[config.mk]
export PLATFORM = sky130hd
export DESIGN_NAME = lut_prog_regs
export DESIGN_NICKNAME = d
export VERILOG_FILES = /design/src/rtl/lutp_pkg.sv /design/src/rtl/lutp_ctrl.sv /design/src/rtl/lutp_ram_port.sv /design/src/rtl/lut_prog_regs.sv
export SDC_FILE = /design/constraint.sdc
export NUM_CORES = 2
export LEC_CHECK = 0
export ABC_AREA = 1
export CAP_MARGIN = 20
export CORE_AREA = 2 2 300 302
export CTS_CLUSTER_DIAMETER = 80
export DETAILED_ROUTE_END_ITERATION = 8
export DIE_AREA = 0 0 302 304
export GPL_ROUTABILITY_DRIVEN = 0
export GPL_TIMING_DRIVEN = 1
export SYNTH_ARGS = -nofsm -noshare
export SYNTH_HDL_FRONTEND = slang
export SYNTH_SLANG_ARGS = --single-unit
export TNS_END_PERCENT = 1
[constraint.sdc]
create_clock -name clk -period 6 [get_ports clk]
set_clock_uncertainty 0.15 [all_clocks]
set_input_delay 1.2 -clock clk [delete_from_list [all_inputs] [get_ports clk]]
set_output_delay 1.2 -clock clk [all_outputs]
set_load 0.005 [all_outputs]
[src/rtl/lutp_pkg.sv]
package lutp_pkg;
  localparam int REG_AW = 9;   // byte address width of the register port
  localparam int ENT_AW = 17;  // width of the entry-index field in a command word
  localparam int WE_BIT = 28;  // commit bit in a command word

  localparam logic [REG_AW-1:0] OFS_ID    = 9'h000;
  localparam logic [REG_AW-1:0] OFS_VER   = 9'h004;
  localparam logic [REG_AW-1:0] OFS_PIX   = 9'h00C;
  localparam logic [REG_AW-1:0] OFS_IBPS  = 9'h010;
  localparam logic [REG_AW-1:0] OFS_OBPS  = 9'h014;
  localparam logic [REG_AW-1:0] OFS_ALPHA = 9'h018;
  localparam logic [REG_AW-1:0] OFS_DEPTH = 9'h01C;
  localparam logic [REG_AW-1:0] OFS_DIM   = 9'h020;
  localparam logic [REG_AW-1:0] OFS_DBUF  = 9'h024;
  localparam logic [REG_AW-1:0] OFS_RDBK  = 9'h028;
  localparam logic [REG_AW-1:0] OFS_CTRL  = 9'h148;

  // word slot inside one 16-byte sub-RAM window
  typedef enum logic [1:0] {
    SLOT_CMD  = 2'd0,
    SLOT_RSVD = 2'd1,
    SLOT_LO   = 2'd2,
    SLOT_HI   = 2'd3
  } slot_e;

  typedef struct packed {
    logic       is_ram;
    logic [2:0] idx;
    slot_e      slot;
  } ram_dec_t;

  // sub-RAM windows live at 0x180..0x1FF, word aligned
  function automatic ram_dec_t decode_ram(input logic [REG_AW-1:0] a);
    ram_dec_t d;
    d.is_ram = (a[8:7] == 2'b11) && (a[1:0] == 2'b00);
    d.idx    = a[6:4];
    d.slot   = slot_e'(a[3:2]);
    return d;
  endfunction
endpackage

[src/rtl/lutp_ctrl.sv]
module lutp_ctrl #(
  parameter bit DOUBLE_BUF = 1'b1
) (
  input  logic       clk,
  input  logic       rst,
  input  logic       wr_ctrl,
  input  logic [1:0] wbits,
  input  logic       sof,
  output logic       en,
  output logic       sel,
  output logic       act
);
  always_ff @(posedge clk) begin
    if (rst) begin
      en  <= 1'b0;
      sel <= 1'b0;
    end else if (wr_ctrl) begin
      en  <= wbits[0];
      sel <= wbits[1];
    end
  end

  generate
    if (DOUBLE_BUF) begin : g_dbl
      // select reaches the video path only at a frame boundary
      always_ff @(posedge clk) begin
        if (rst)      act <= 1'b0;
        else if (sof) act <= sel;
      end
    end else begin : g_sgl
      assign act = 1'b0;
      logic unused_sof;
      assign unused_sof = sof ^ clk ^ rst;
    end
  endgenerate
endmodule

[src/rtl/lutp_ram_port.sv]
module lutp_ram_port import lutp_pkg::*; #(
  parameter int RAM_AW  = 6,
  parameter int ENTRY_W = 36,
  localparam int LO_W = (ENTRY_W > 32) ? 32 : ENTRY_W,
  localparam int HI_W = ENTRY_W - LO_W
) (
  input  logic               clk,
  input  logic               rst,
  input  logic               wr_cmd,
  input  logic               wr_lo,
  input  logic               wr_hi,
  input  logic               wbuf,
  input  logic [31:0]        wdata,
  output logic [ENT_AW-1:0]  eaddr,
  output logic [ENTRY_W-1:0] stage,
  output logic               we,
  output logic [RAM_AW:0]    waddr,
  output logic [ENTRY_W-1:0] wd,
  output logic [RAM_AW:0]    raddr
);
  logic [LO_W-1:0] stage_lo;

  always_ff @(posedge clk) begin
    if (rst) begin
      eaddr    <= '0;
      stage_lo <= '0;
      we       <= 1'b0;
      waddr    <= '0;
      wd       <= '0;
    end else begin
      we <= 1'b0;
      if (wr_cmd) begin
        eaddr <= wdata[ENT_AW-1:0];
        if (wdata[WE_BIT]) begin
          we    <= 1'b1;
          waddr <= {wbuf, wdata[RAM_AW-1:0]};
          wd    <= stage;
        end
      end
      if (wr_lo) stage_lo <= wdata[LO_W-1:0];
    end
  end

  generate
    if (HI_W > 0) begin : g_hi
      logic [HI_W-1:0] stage_hi;
      always_ff @(posedge clk) begin
        if (rst)        stage_hi <= '0;
        else if (wr_hi) stage_hi <= wdata[HI_W-1:0];
      end
      assign stage = {stage_hi, stage_lo};
    end else begin : g_nohi
      assign stage = stage_lo;
      logic unused_hi;
      assign unused_hi = wr_hi;
    end
  endgenerate

  assign raddr = {wbuf, eaddr[RAM_AW-1:0]};

  logic unused_wd;
  assign unused_wd = ^wdata;
endmodule

[src/rtl/lut_prog_regs.sv]
module lut_prog_regs import lutp_pkg::*; #(
  parameter int          NRAM       = 8,
  parameter int          RAM_AW     = 6,
  parameter int          PIX_PAR    = 1,
  parameter int          IN_BPS     = 10,
  parameter int          OUT_BPS    = 10,
  parameter int          ALPHA      = 0,
  parameter int          DEPTH      = 12,
  parameter int          DIM        = 17,
  parameter bit          DOUBLE_BUF = 1'b1,
  parameter bit          READBACK   = 1'b1,
  parameter logic [31:0] BLOCK_ID   = 32'h3D1C_0A00,
  parameter logic [31:0] BLOCK_VER  = 32'h0001_0002,
  localparam int ENTRY_W = (ALPHA + 3) * DEPTH,
  localparam int RA_W    = RAM_AW + 1
) (
  input  logic                    clk,
  input  logic                    rst,
  input  logic [REG_AW-1:0]       reg_addr,
  input  logic                    reg_write,
  input  logic                    reg_read,
  input  logic [31:0]             reg_wdata,
  output logic [31:0]             reg_rdata,
  input  logic                    sof,
  output logic                    tbl_enable,
  output logic                    tbl_active_buf,
  output logic [NRAM-1:0]         ram_we,
  output logic [NRAM*RA_W-1:0]    ram_waddr,
  output logic [NRAM*ENTRY_W-1:0] ram_wdata,
  output logic [NRAM*RA_W-1:0]    ram_raddr,
  input  logic [NRAM*ENTRY_W-1:0] ram_rdata
);
  ram_dec_t dec;
  logic en, sel, act, wbuf;
  logic [31:0] rd_nxt;
  logic [ENT_AW-1:0] eaddr [NRAM];
  logic [31:0] lo_v [NRAM];
  logic [31:0] hi_v [NRAM];

  assign dec = decode_ram(reg_addr);

  lutp_ctrl #(.DOUBLE_BUF(DOUBLE_BUF)) u_ctrl (
    .clk    (clk),
    .rst    (rst),
    .wr_ctrl(reg_write && (reg_addr == OFS_CTRL)),
    .wbits  (reg_wdata[1:0]),
    .sof    (sof),
    .en     (en),
    .sel    (sel),
    .act    (act)
  );

  assign tbl_enable     = en;
  assign tbl_active_buf = act;

  generate
    if (DOUBLE_BUF) begin : g_wb_dbl
      assign wbuf = ~act;
    end else begin : g_wb_sgl
      assign wbuf = 1'b0;
    end

    for (genvar g = 0; g < NRAM; g++) begin : g_ram
      logic               hit;
      logic [ENTRY_W-1:0] stage, src;
      logic [63:0]        wide;

      assign hit = reg_write && dec.is_ram && (dec.idx == 3'(g));

      lutp_ram_port #(.RAM_AW(RAM_AW), .ENTRY_W(ENTRY_W)) u_port (
        .clk   (clk),
        .rst   (rst),
        .wr_cmd(hit && (dec.slot == SLOT_CMD)),
        .wr_lo (hit && (dec.slot == SLOT_LO)),
        .wr_hi (hit && (dec.slot == SLOT_HI)),
        .wbuf  (wbuf),
        .wdata (reg_wdata),
        .eaddr (eaddr[g]),
        .stage (stage),
        .we    (ram_we[g]),
        .waddr (ram_waddr[g*RA_W +: RA_W]),
        .wd    (ram_wdata[g*ENTRY_W +: ENTRY_W]),
        .raddr (ram_raddr[g*RA_W +: RA_W])
      );

      if (READBACK) begin : g_rb
        assign src = ram_rdata[g*ENTRY_W +: ENTRY_W];
        logic unused_st;
        assign unused_st = ^stage;
      end else begin : g_nrb
        assign src = stage;
        logic unused_rd;
        assign unused_rd = ^ram_rdata[g*ENTRY_W +: ENTRY_W];
      end

      assign wide    = 64'(src);
      assign lo_v[g] = wide[31:0];
      assign hi_v[g] = wide[63:32];
    end
  endgenerate

  always_comb begin
    rd_nxt = '0;
    case (reg_addr)
      OFS_ID:    rd_nxt = BLOCK_ID;
      OFS_VER:   rd_nxt = BLOCK_VER;
      OFS_PIX:   rd_nxt = 32'(PIX_PAR);
      OFS_IBPS:  rd_nxt = 32'(IN_BPS);
      OFS_OBPS:  rd_nxt = 32'(OUT_BPS);
      OFS_ALPHA: rd_nxt = 32'(ALPHA);
      OFS_DEPTH: rd_nxt = 32'(DEPTH);
      OFS_DIM:   rd_nxt = 32'(DIM);
      OFS_DBUF:  rd_nxt = 32'(DOUBLE_BUF);
      OFS_RDBK:  rd_nxt = 32'(READBACK);
      OFS_CTRL:  rd_nxt = {30'b0, sel, en};
      default: begin
        if (dec.is_ram) begin
          for (int k = 0; k < NRAM; k++) begin
            if (dec.idx == 3'(k)) begin
              case (dec.slot)
                SLOT_CMD: rd_nxt = 32'(eaddr[k]);
                SLOT_LO:  rd_nxt = lo_v[k];
                SLOT_HI:  rd_nxt = hi_v[k];
                default:  rd_nxt = '0;
              endcase
            end
          end
        end
      end
    endcase
  end

  always_ff @(posedge clk) begin
    if (rst) reg_rdata <= '0;
    else     reg_rdata <= reg_read ? rd_nxt : 32'd0;
  end
endmodule

[Word-level counts from Yosys, hierarchy flattened]
Cells that the tools add are included.
Storage, ports and cells
  register bits after elaboration: 811
  input bits: 334
Cells by class
  eq/ne operators: 20
  reduce and logical (&&, ||, !) cells: 58
  multiplexer cells: 19
  bitwise gates (word level): 10
Operators with widths (number)
  $pmux 32 s3: 8
  $mux 32: 9
  $pmux 32 s8: 1
  $eq 9x5->1 const B: 4
  $logic_and 1x1->1: 35
  $eq 9x6->1 const B: 3
  $reduce_or 2->1: 10
  $reduce_and 2->1: 8
  $eq 3x3->1 const B: 4
  $not 1->1: 10
  $eq 9x3->1 const B: 1
  $eq 9x4->1 const B: 1
  $eq 9x9->1 const B: 1
  $logic_not 9->1: 1
  $eq 2x2->1 const B: 3
  $eq 3x2->1 const B: 2
  $logic_not 2->1: 2
  $eq 3x1->1 const B: 1
  $logic_not 3->1: 1
  $reduce_or 3->1: 1
  $mux 1: 1

[Longest topological paths before layout]
  depth in word-level cells: 12
  mapped depth: 16
  gate-level depth less buffers: 13

[Modules after synthesis]
Synthesis repeated with hierarchy kept, for this count alone.
Second synthesis, totals
  cells, all modules: 5042
  area total of the unflattened synthesis: 34368.0 µm²
By module, submodules not included
  lutp_ram_port: instances 8, sequential area each 1941.9 µm², cells each 508, area each 3643.5 µm²
  lut_prog_regs: instances 1, sequential area each 640.6 µm², cells each 959, area each 5097.4 µm²
  lutp_ctrl: instances 1, sequential area each 60.1 µm², cells each 19, area each 122.6 µm²

[Worst setup path before layout]
Ideal clock, no wire load.
  path type: input -> register
  start: in reg_addr[3]
  end: reg g_ram[6].u_port.wd[10]
  library setup time: 116 ps
  data arrival time: 2749 ps
  required time: 5734 ps
  setup slack: 2985 ps
  cell stages on the path: 10
  path through: buf_2 -> nor2_1 -> buf_2 -> buf_2 -> nand2_1 -> nor2_4 -> inv_2 -> clkbuf_1 -> nor2_1 -> nor2_1
On the way
  longest elaborated chain between the ends: 3
RTL lines
  start, declared: RTL line lut_prog_regs.sv:19  | input logic [REG_AW-1:0] reg_addr,
  $logic_not 2->1: RTL line lut_prog_regs.sv:73  | .wr_cmd(hit && (dec.slot == SLOT_CMD)),
  $logic_and 1x1->1: RTL line lut_prog_regs.sv:73
  $reduce_and 2->1 (no line)
  end signal, assigned: RTL line lutp_ram_port.sv:37  | wd <= stage;
  end, declared: RTL line lutp_ram_port.sv:18  | output logic [ENTRY_W-1:0] wd,
No other way between the ends.
A chain may end at the register's enable or synchronous reset.

[Worst setup path in the final report]
  start: in reg_addr[1]
  end: reg g_ram[1].u_port.waddr[3]
On the way
  longest elaborated chain between the ends: 6
RTL lines
  $logic_not 2->1: RTL line lutp_pkg.sv:35  | d.is_ram = (a[8:7] == 2'b11) && (a[1:0] == 2'b00);
  $logic_and 1x1->1: RTL line lutp_pkg.sv:35
  $logic_and 1x1->1 (2 in a row): RTL line lut_prog_regs.sv:68  | assign hit = reg_write && dec.is_ram && (dec.idx == 3'(g));
  $logic_and 1x1->1: RTL line lut_prog_regs.sv:73
  $reduce_and 2->1 (no line)
  end signal, assigned: RTL line lutp_ram_port.sv:36  | waddr <= {wbuf, wdata[RAM_AW-1:0]};
  end, declared: RTL line lutp_ram_port.sv:17  | output logic [RAM_AW:0] waddr,
No other way between the ends.

==> reports/metrics.csv <==
stage,metric,value,unit
clock_tree,clock tree from TritonCTS,built,
place,instance area after placement,0.0393,sq mm
finish,area of the multi-input gates,0.0127,sq mm
floorplan,die area,0.0918,sq mm
worst_setup_path,maximum fanout along the worst path,43,
worst_setup_path,sort of element at the start of the critical path,input pin,
timing,Hold Fails Final Rpt,0,
clock_tree,"Hold-fix buffers, CTS",0,
finish,layout net count,4980,
floorplan,placeable core region,0.0890,sq mm
min_path,terminating pin of the worst hold path,g_ram[5].u_port.wd[23]$_SDFFE_PP0P_,
min_path,number of cells on the worst hold path,2,
worst_setup_path,worst-case reg-to-reg path depth,10,
min_path,launch instance of the worst min-delay path,g_ram[5].u_port.stage_lo[23]$_SDFFE_PP0P_,
synthesis,yosys warns,0,
worst_setup_path,Crit Path Class,in -> reg,
floorplan,x dimension of the die,302,um
detailed_routing,Avg WL per Cell,24.6,um
place,post-detail-place hpwl,99800,um
worst_setup_path,worst path arrival time,4.83,ns
timing,number of setup violations in the final report,0,
floorplan,Core Rows,110,
synthesis,mean cell area of the mapped netlist,7.62,sq um
finish,layout overhead on the synthesized area,36.0,%
synthesis,count of flip-flops with a built-in enable after synthesis,0,
detailed_routing,count of TritonRoute iterations in the first routing pass,5,
clock_tree,clock root buffer master,sky130_fd_sc_hd__clkbuf_16,
finish,Sequential Area,0.0162,sq mm
timing,Setup TNS Final,0,ns
finish,"commonest cells after routing, fill and taps aside","sky130_fd_sc_hd__dfxtp_1, sky130_fd_sc_hd__clkdlybuf4s50_1, sky130_fd_sc_hd__a21oi_1, sky130_fd_sc_hd__nand2_1, sky130_fd_sc_hd__o21ai_0",
clock_tree,total CTS buffers,89,
clock_tree,number of sinks on the clock net,811,
synthesis,netlist area before placement,0.0312,sq mm
synthesis,cell types occupying the most area after synthesis,"sky130_fd_sc_hd__dfxtp_1, sky130_fd_sc_hd__a21oi_1, sky130_fd_sc_hd__o21ai_0",
global_route,largest net degree at the start of global routing,262,
synthesis,prevailing post-synth register cell,sky130_fd_sc_hd__dfxtp_1,
clock_tree,clock insertion delay at the later pin of the skew report,0.65,ns
synthesis,post-synthesis register bit count,811,
detailed_routing,Post-route DRC,0,
clock_tree,number of cells upsized or downsized after cts,0,
floorplan,height of the die,304,um
synthesis,post-synthesis cell count,4097,
clock_tree,Setup Buffers After CTS,0,
power_and_ir_drop,Leak Pwr,16.6,nW
synthesis,cell taking the most area after synthesis,sky130_fd_sc_hd__dfxtp_1,
finish,most frequent standard cell in the layout excluding fill and tap cells,sky130_fd_sc_hd__dfxtp_1,
timing,Final Cycle Share,0.731,
run,max-cap violations,0,
worst_setup_path,critical path required time,6.44,ns
synthesis,post-synthesis async set-or-reset flop share,0,
global_route,first-pass GRT wire length,205000,um
clock_tree,register clock-pin slew on the reported worst setup and hold paths,0.06,ns
timing,transition time at the pin with the least slew margin,1.25,ns
timing,headroom to the max-slew limit,0.160,
clock_tree,CTS H-tree depth,3,
global_route,Overflow after GRT,0,
floorplan,top-level I/O count,776,
synthesis,nets in the synthesized netlist,4431,
finish,fill cell count,8831,
global_route,initial antenna violation count,21,
worst_setup_path,launching point of the worst reg2reg path,g_ram[1].u_port.eaddr[2]$_SDFFE_PP0P_,
global_route,Total Routing Usage GR,0.304,
global_route,via count of the first global-routing pass,29300,
detailed_routing,Avg Vias per Cell,5.24,
finish,post-route cell area,0.0424,sq mm
timing,setup repair after global routing missed its margin,no,
timing,maximum operating frequency,228,MHz
clock_tree,number of buffers between clock root and the deepest sink,3,
floorplan,initial core utilization,0.350,
timing,minimum period implied by the final worst setup slack,4.39,ns
power_and_ir_drop,IR Drop Worst-Case VDD,0.229,mV
timing,Slew Limit Fails,0,
min_path,type of the most critical hold path,reg -> reg,
detailed_routing,number of DRC violations after detailed-routing iteration 0,2546,
synthesis,Unique masters post-synth,31,
finish,ratio of cells with drive above 1 in the final layout,0.0577,
worst_setup_path,endpoint of the most critical register-to-register path,reg_rdata[2]$_SDFF_PP0_,
place,IO buf count,775,
detailed_routing,vias after detailed routing,31000,
detailed_routing,DRT antenna net count,0,
status,status,completed,
power_and_ir_drop,P per Cell Area,280,mW/mm^2
synthesis,post-synth top area share,0.520,
worst_setup_path,endpoint class of the critical path,register,
detailed_routing,final wirelength,145000,um
synthesis,fraction of the yosys area taken by sequential cells,0.520,
worst_setup_path,register-to-register setup slack,4.00,ns
==> stage by stage <==
stage	total power, mW	setup WS (ns)	hold WS, ns	utilization	cells
floorplan	5.80	2.99	0.275	-	4097
global placement	6.30	1.06	0.286	0.441	5728
detailed placement	6.30	1.01	0.291	0.441	5729
CTS	11.9	1.72	0.288	0.476	5886
global route	12.2	1.32	0.308	0.477	5902
finish	11.9	1.61	0.293	0.477	5906
==> flip-flops by register name, summed over array words and instances, names as in the netlist <==
register and cells:
g_ram.u_port.eaddr 136, g_ram.u_port.g_hi.stage_hi 32, g_ram.u_port.stage_lo 256, g_ram.u_port.waddr 56
g_ram.u_port.wd 288, g_ram.u_port.we 8, reg_rdata 32, u_ctrl.act 1
u_ctrl.en 1, u_ctrl.sel 1
==> power by group <==
part	switching [mW]	leakage [nW]	internal [mW]
registers	0.00306	6.53	5.39
logic	0.510	8.56	0.294
clock network	2.40	1.49	3.29
==> synthesized netlist by cell type (29+ instances only) <==
master,n
sky130_fd_sc_hd__a21oi_1,697
sky130_fd_sc_hd__nor2_1,402
sky130_fd_sc_hd__buf_2,39
sky130_fd_sc_hd__nand3_1,187
sky130_fd_sc_hd__o21ai_0,678
sky130_fd_sc_hd__buf_1,29
sky130_fd_sc_hd__inv_1,121
sky130_fd_sc_hd__buf_4,66
sky130_fd_sc_hd__nand2_1,683
sky130_fd_sc_hd__clkbuf_1,252
sky130_fd_sc_hd__a31oi_1,30
sky130_fd_sc_hd__dfxtp_1,811
==> final cells by class <==
class,count,area share
Antenna cell,18,0.00106
Clock buffer,118,0.0583
Clock inverter,39,0.0135
Inverter,149,0.0134
Multi-Input combinational cell,2744,0.299
Sequential cell,811,0.382
Tap cell,1176,0.0347
Timing Repair Buffer,851,0.198
==> routing by layer <==
metal	vias up	GRT usage	wire length [um]
met5	-	0	17
met4	2	0.181	9190
met3	298	0.0709	11100
met2	1237	0.502	68400
met1	14700	0.357	56700
li1	14700	-	-
==> worst max-delay path, stage by stage <==
cell and delay [ns]:
sky130_fd_sc_hd__clkdlybuf4s50_1 0.41, sky130_fd_sc_hd__nor2_2 0.30, sky130_fd_sc_hd__inv_2 0.11, sky130_fd_sc_hd__nor3_4 0.26, sky130_fd_sc_hd__nand2_2 0.34, sky130_fd_sc_hd__nor3_4 0.21
sky130_fd_sc_hd__buf_4 0.34, sky130_fd_sc_hd__nand2_2 0.13, sky130_fd_sc_hd__buf_4 0.31, sky130_fd_sc_hd__inv_2 0.61, sky130_fd_sc_hd__nand2_1 0.28, sky130_fd_sc_hd__o21ai_0 0.24
==> worst max path at each step <==
stage | slack, ns | cells past startpoint | from | endpoint
final | 1.61 | 12 | reg_addr[1] | g_ram[1].u_port.waddr[3]$_SDFFE_PP0P_
after global routing | 1.32 | 12 | reg_addr[1] | g_ram[1].u_port.waddr[3]$_SDFFE_PP0P_
after CTS | 1.72 | 12 | reg_addr[1] | g_ram[1].u_port.waddr[2]$_SDFFE_PP0P_
after detailed placement | 1.01 | 12 | reg_addr[1] | g_ram[1].u_port.waddr[4]$_SDFFE_PP0P_
after global placement | 1.06 | 12 | reg_addr[1] | g_ram[1].u_port.waddr[2]$_SDFFE_PP0P_
after floorplan | 2.99 | 10 | reg_addr[3] | g_ram[6].u_port.wd[10]$_SDFFE_PP0P_
==> cells by family (layout without fill, tap and decap cells) <==
logic type | after synthesis | after routing | synth area share
AO/OA/AOI/OAI | 1447 | 1447 | 0.237
other | 0 | 18 | 0
buffers and inverters | 542 | 1157 | 0.0756
AND/OR/NAND/NOR | 1297 | 1297 | 0.167
flip-flops | 811 | 811 | 0.520
No activity file was read; power rests on OpenSTA's default activity.
